$ cat src/rtl/irq_lvl_pkg.sv
package irq_lvl_pkg;
  localparam int TT_W = 9;
  localparam logic [TT_W-1:0] TT_EXT_BASE = 9'h040;
  localparam logic [TT_W-1:0] TT_VEC      = 9'h060;
  // class field of an external-interrupt trap type, bits 8:4
  localparam logic [4:0]      EXT_CLASS   = 5'h04;
endpackage

$ cat src/rtl/irq_pend_mask.sv
module irq_pend_mask #(
  parameter int NLVL    = 16,
  parameter int TMR_LVL = 14
) (
  input  logic [NLVL-1:0] ext_lvl,
  input  logic [NLVL:0]   soft_int,
  output logic [NLVL-1:0] pend
);
  logic tmr_any;
  assign tmr_any = soft_int[0] | soft_int[NLVL];

  for (genvar i = 0; i < NLVL; i++) begin : g_bit
    if (i == 0) begin : g_zero
      // level 0 can never rank above a priority level
      assign pend[i] = 1'b0;
    end else if (i == TMR_LVL) begin : g_tmr
      assign pend[i] = ext_lvl[i] | soft_int[i] | tmr_any;
    end else begin : g_plain
      assign pend[i] = ext_lvl[i] | soft_int[i];
    end
  end
endmodule

$ cat src/rtl/irq_prio_pick.sv
module irq_prio_pick #(
  parameter int NLVL  = 16,
  parameter int LVL_W = $clog2(NLVL)
) (
  input  logic [NLVL-1:0]  pend,
  input  logic [LVL_W-1:0] pil,
  output logic             hit,
  output logic [LVL_W-1:0] lvl
);
  // ascending scan: the last match is the highest level above pil
  always_comb begin
    hit = 1'b0;
    lvl = '0;
    for (int i = 0; i < NLVL; i++) begin
      if (pend[i] && (i > int'(pil))) begin
        hit = 1'b1;
        lvl = LVL_W'(i);
      end
    end
  end
endmodule

$ cat src/rtl/irq_vec_capture.sv
module irq_vec_capture #(
  parameter int IRQ_W  = 6,
  parameter int DATA_W = 64
) (
  input  logic              clk,
  input  logic              rst_n,
  input  logic              raise,
  input  logic              lower,
  input  logic [IRQ_W-1:0]  irq,
  output logic              busy,
  output logic              accept,
  output logic              release_o,
  output logic              wake,
  output logic [DATA_W-1:0] d0,
  output logic [DATA_W-1:0] d1,
  output logic [DATA_W-1:0] d2
);
  localparam logic [DATA_W-1:0] D0_TAG = DATA_W'(11'h7C0);

  assign accept    = raise & ~busy;
  assign release_o = lower & busy;

  always_ff @(posedge clk) begin
    if (!rst_n) begin
      busy <= 1'b0;
      wake <= 1'b0;
      d0   <= '0;
      d1   <= '0;
      d2   <= '0;
    end else begin
      wake <= accept;
      if (accept) begin
        busy <= 1'b1;
        d0   <= D0_TAG | DATA_W'(irq);
        d1   <= '0;
        d2   <= '0;
      end else if (release_o) begin
        busy <= 1'b0;
      end
    end
  end
endmodule

$ cat src/rtl/irq_level_resolver.sv
module irq_level_resolver
  import irq_lvl_pkg::*;
#(
  parameter int NLVL    = 16,
  parameter int TMR_LVL = 14,
  parameter int TL_W    = 3,
  parameter int IRQ_W   = 6,
  parameter int DATA_W  = 64,
  localparam int LVL_W  = $clog2(NLVL)
) (
  input  logic              clk,
  input  logic              rst_n,
  input  logic [NLVL-1:0]   ext_lvl,
  input  logic [NLVL:0]     soft_int,
  input  logic [LVL_W-1:0]  pil,
  input  logic              int_en,
  input  logic [TL_W-1:0]   trap_lvl,
  input  logic [TT_W-1:0]   cur_tt,
  input  logic              vec_raise,
  input  logic              vec_lower,
  input  logic [IRQ_W-1:0]  vec_irq,
  output logic              irq_req,
  output logic [TT_W-1:0]   trap_idx,
  output logic              vec_busy,
  output logic              wake,
  output logic [DATA_W-1:0] vec_d0,
  output logic [DATA_W-1:0] vec_d1,
  output logic [DATA_W-1:0] vec_d2
);
  logic [NLVL-1:0]  pend;
  logic             hit;
  logic [LVL_W-1:0] lvl;
  logic             accept, release_v;
  logic [TT_W-1:0]  new_idx;
  logic             nest_block;

  irq_pend_mask #(.NLVL(NLVL), .TMR_LVL(TMR_LVL)) u_mask (
    .ext_lvl (ext_lvl),
    .soft_int(soft_int),
    .pend    (pend)
  );

  irq_prio_pick #(.NLVL(NLVL), .LVL_W(LVL_W)) u_pick (
    .pend(pend),
    .pil (pil),
    .hit (hit),
    .lvl (lvl)
  );

  irq_vec_capture #(.IRQ_W(IRQ_W), .DATA_W(DATA_W)) u_vec (
    .clk      (clk),
    .rst_n    (rst_n),
    .raise    (vec_raise),
    .lower    (vec_lower),
    .irq      (vec_irq),
    .busy     (vec_busy),
    .accept   (accept),
    .release_o(release_v),
    .wake     (wake),
    .d0       (vec_d0),
    .d1       (vec_d1),
    .d2       (vec_d2)
  );

  assign new_idx    = TT_EXT_BASE | TT_W'(lvl);
  assign nest_block = (trap_lvl != '0) && (cur_tt > new_idx) &&
                      (cur_tt[TT_W-1:4] == EXT_CLASS);

  always_ff @(posedge clk) begin
    if (!rst_n) begin
      irq_req  <= 1'b0;
      trap_idx <= '0;
    end else if (accept) begin
      irq_req  <= 1'b1;
      trap_idx <= TT_VEC;
    end else if (release_v) begin
      irq_req  <= 1'b0;
    end else if (vec_busy) begin
      // vector owns the request; level path frozen
    end else if (!hit) begin
      if (irq_req) begin
        irq_req  <= 1'b0;
        trap_idx <= '0;
      end
    end else if (int_en) begin
      if (!nest_block && (trap_idx != new_idx)) begin
        irq_req  <= 1'b1;
        trap_idx <= new_idx;
      end
    end else if (irq_req) begin
      irq_req  <= 1'b0;
      trap_idx <= '0;
    end
  end
endmodule

$ cat config.mk
export PLATFORM = sky130hd
export DESIGN_NAME = irq_level_resolver
export DESIGN_NICKNAME = d
export VERILOG_FILES = /design/src/rtl/irq_lvl_pkg.sv /design/src/rtl/irq_pend_mask.sv /design/src/rtl/irq_prio_pick.sv /design/src/rtl/irq_vec_capture.sv /design/src/rtl/irq_level_resolver.sv
export SDC_FILE = /design/constraint.sdc
export NUM_CORES = 1
export LEC_CHECK = 0
export BUFFER_PORTS_ARGS = -buffer_cell sky130_fd_sc_hd__buf_4
export CAP_MARGIN = 20
export CORE_AREA = 2 2 102 104
export CTS_CLUSTER_SIZE = 25
export DETAILED_ROUTE_END_ITERATION = 10
export DIE_AREA = 0 0 104 106
export PLACE_DENSITY = 0.69
export SYNTH_ARGS = -nofsm -noshare
export SYNTH_HDL_FRONTEND = slang
export SYNTH_SLANG_ARGS = --single-unit
$ cat constraint.sdc
create_clock -name clk -period 2.8 [get_ports clk]
set_clock_uncertainty 0.15 [all_clocks]
set_input_delay 0.14 -clock clk [delete_from_list [all_inputs] [get_ports clk]]
set_output_delay 0.14 -clock clk [all_outputs]
set_load 0.005 [all_outputs]
==> impl_results.md <==
* Status: complete, but fails checks
* Violations in the final reports: setup timing
* Switching share of power at between 30% and 40%
* Initial antenna violation count at 0
* Pwr dens at roughly 250 nW/um^2
* Via count at about 2,100
* First-iteration detailed-routing DRC count at between 40 and 50
* Yosys cell types at 57
* Post-Syn Instances at approximately 350
* Min Clock Period, post-route at around 2800 ps
* Worst path max stage delay at between 400 and 500 ps
* Clock power frac at 21.9%
* Synth Area in Compound Gates at roughly 17%
* Worst EP required at ~2900 ps
* GPL Wtd Cong at roughly 0.75
* H-tree levels at 1
* Post-Syn Area at ~2700 sq um
* Synthesized flop and latch total at 19
* Sinks on Clock Net at 19
* Net Sw Power at between 0.0002 and 0.0003 W
* Num CTS Buffers at 3
* Worst setup startpoint: pil[3]
* P_int at 0.000571 W
* Register area share after synthesis at between 10% and 20%
* Worst Max-Slew Pin Slew at ~540 ps
* CTS tree: done
* Worst vdd ir at between 0.2 and 0.3 mV
* Post-DP HPWL at about 5000 microns
* Max clock buf depth at 2
* Area grow syn2layout at 22.4%
* Crit path max-delay cell type: or4_4
* CTS root buf: clkbuf_8
* Hold Crit Start: vec_raise
* Clk slew on worst S/H paths at 70 ps
* Total Routing Usage GR at under 10%
* Worst setup EP type: register
* Final setup viols at 1
* Util after Layout at between 30 and 40%
* Top post-synthesis cells by area: buf_4 (51%), dfxtp_1 (14%), nand2_1 (2.5%)
* Leading area contributor after synthesis: buf_4
* Max_slew headroom at between 60% and 70%
* Inst Count DP at around 600
* Synth top area share at 51.1%
* Largest net degree at the start of global routing at 16
* Fin Setup TNS at -8.24 ps
* Die area at 11,000 sq um
* Worst path top cell family by delay: compound AO/OA/AOI/OAI gates
* Static leakage at 1.76 nW
* Final slew viol count at 0
* Core area at roughly 10000 sq um
* Drt drc at 0
* CP startpoint kind: primary input
* Cell mode on critical path: and2_4
* Post-synthesis simple-gate area fraction at roughly 13%
* Predominant post-synthesis flop cell: dfxtp_1
* Drt first pass iters at 6
* Buffer and inverter count on the worst path at 2
* # diodes at 0
* Total power at 0.000856 W
* First-pass GRT wire length at 8870 microns
* Fmax at around 0.36 GHz
* Final worst slack at -8.24 ps
* Synth async-reset ratio at 0%
* Grt ovf at 0
* Setup Crit Path Kind: primary input to register
* Die height at 106 microns
* MaxCap Viol Count at 0
* Final cell count without fillers at ~600
* RSZ-0062 raised after global routing: true
* Min-delay worst type: primary input to register
* CP Cell Sequence: buf_12, and2_4, a222oi_1, buf_4, o211ai_1, o21a_1, ha_1, nor2b_1, o21ai_1, nand2b_1, a21oi_2, or4_4, nand2b_4, a2bb2oi_4, a22o_4, and2_4
* Avg Cell Area, Syn at between 7 and 8 sq um
* Sequential power share at 35.4%
* Combinational power share at 42.7%
* Antenna-violating nets left at 0
* CP Max Fanout at 7
* Wire per inst at 10.2 microns
* Post-synth EDFFs at 0
* Die W at 104 microns
* Hold WS at 29.7 ps
* I/O Buffers at 81
* Crit share post-route at 100%
* Initial Util at about 27%
* Vias per cell at approximately 3.6
* Worst-skew pair later-pin latency at around 250 ps
* Worst R2R Start: trap_idx[8]
* Layout cells sized above 1 at around a third
* # IOs at 264
* Post-synthesis mux area share at 0%
* Standard-cell rows at 37
* Final nets at 530
* Combinational family with the most area after synthesis: buffers and inverters
* Final Hold Viols at 0
* Post-Synth Adder-Cell Area at around 1.8%
* Synth warnings at 0
* Synth Area in XOR/XNOR at less than 1%
* Drt total wl at roughly 6000 microns
* Vias in the first global route at 1,838
* WP data arrival at ~2900 ps
## path summary, 6_finish.rpt
path	end	slack, ps	cells past startpoint
worst max register to register	trap_idx[4]	820	6
worst min-delay path	trap_idx[6]	30	2
worst min register to register	u_vec.d0[0]	310	2
worst max-delay path	trap_idx[4]	-8	16
## final cells by class
cell class | instances | area (sq um)
clock buffer | 4 | 45.0
fill | 1084 | 6640
inverter | 8 | 30.0
multi-input combinational | 313 | 1740
sequential | 19 | 380
tap | 136 | 170
timing repair buffer | 121 | 996
## layer usage
layer / global-route usage, % / part of all wire [%] / vias to the layer above
li1: - / - / 1038
met1: 11.4 / 38 / 964
met2: 17.5 / 51 / 136
met3: 3.07 / 11 / 2
met4: 1.54 / 0.23 / 0
met5: 0 / 0 / -
## power groups by stage
stage          Clock (W)  Combinational (W)  Sequential, W
2_1_floorplan          0           0.000348       0.000306
3_3_place_gp           0           0.000306       0.000308
3_5_place_dp           0           0.000307       0.000308
4_1_cts         0.000192           0.000343       0.000303
5_1_grt         0.000207           0.000406       0.000306
6_report        0.000187           0.000366       0.000303
## worst register-to-register path, stage by stage, from the launching register on
cell,delay (ps)
dfxtp_1,320
nor4_1,340
nand3_1,180
a2111oi_4,440
a2bb2oi_4,210
a22o_4,170
and2_4,130
## sequential cells by signal (all words and copies together), names as in the netlist
signal	flops
irq_req	1
u_vec.busy	1
trap_idx	9
u_vec.wake	1
u_vec.d0	7
## what timing repair did
action | CTS | global route
pin swaps | 9 | 6
setup endpoints to repair | 9 | 9
gates cloned | 0 | 1
buffers inserted | 4 | 1
hold buffers | 7 | 0
endpoints found under the hold margin | 7 | 0
resized for setup | 27 | 15
## through the flow
step           setup slack (ps)  area (sq um)
2_1_floorplan             -71.2          3450
3_3_place_gp               -366          2990
3_5_place_dp               -407          2990
4_1_cts                    6.27          3270
5_1_grt                    -149          3360
6_report                  -8.24          3360
## kinds of logic after synthesis
group / count (synthesis)
fa+ha+maj: 4
xor+xnor: 2
simple gates: 70
compound gates: 56
flops: 19
other cells: 1
buf+inv: 200
## cells in the mapped netlist, types with 2 or more instances
library cell / instances
o21ai_1: 2
nor3_1: 5
and3_1: 2
xnor2_1: 2
and2_1: 4
nand2b_1: 4
o211ai_1: 2
buf_4: 187
dfxtp_1: 19
buf_2: 2
inv_1: 8
o311a_1: 2
o21a_1: 3
or2_1: 2
nor2_1: 16
o2bb2ai_1: 5
a311oi_1: 2
a21oi_1: 5
ha_1: 4
nor4_1: 4
o21bai_1: 3
nand2_1: 18
o31ai_1: 2
nand3_1: 3
o21ai_0: 5
clkbuf_1: 2
a21boi_0: 6
nor2b_1: 3
nand4_1: 2
## cells in the final DEF (no fill, tap or decap), types with 2 or more instances in the layout
master | Yosys | final
o21bai_1 | 3 | 2
a21boi_0 | 6 | 6
nand2_1 | 18 | 18
nor4_1 | 4 | 3
nor2b_1 | 3 | 3
o311a_1 | 2 | 2
dfxtp_1 | 19 | 19
o21ai_1 | 2 | 3
clkbuf_8 | 0 | 3
o2bb2ai_1 | 5 | 3
nor2_1 | 16 | 12
o21a_1 | 3 | 3
nand4_1 | 2 | 2
ha_1 | 4 | 4
o21ai_0 | 5 | 4
conb_1 | 1 | 181
o2bb2ai_2 | 0 | 2
nor3_1 | 5 | 4
nand2b_1 | 4 | 3
nor2_4 | 0 | 2
buf_6 | 1 | 2
nand3_1 | 3 | 3
buf_12 | 0 | 3
a21oi_2 | 0 | 4
and2_1 | 4 | 3
inv_1 | 8 | 8
and3_1 | 2 | 2
o211ai_1 | 2 | 2
and2_4 | 0 | 2
xnor2_1 | 2 | 2
dlygate4sd3_1 | 0 | 7
o31ai_1 | 2 | 2
nor2_2 | 0 | 2
buf_4 | 187 | 107
No activity file was read; power rests on OpenSTA's default activity.
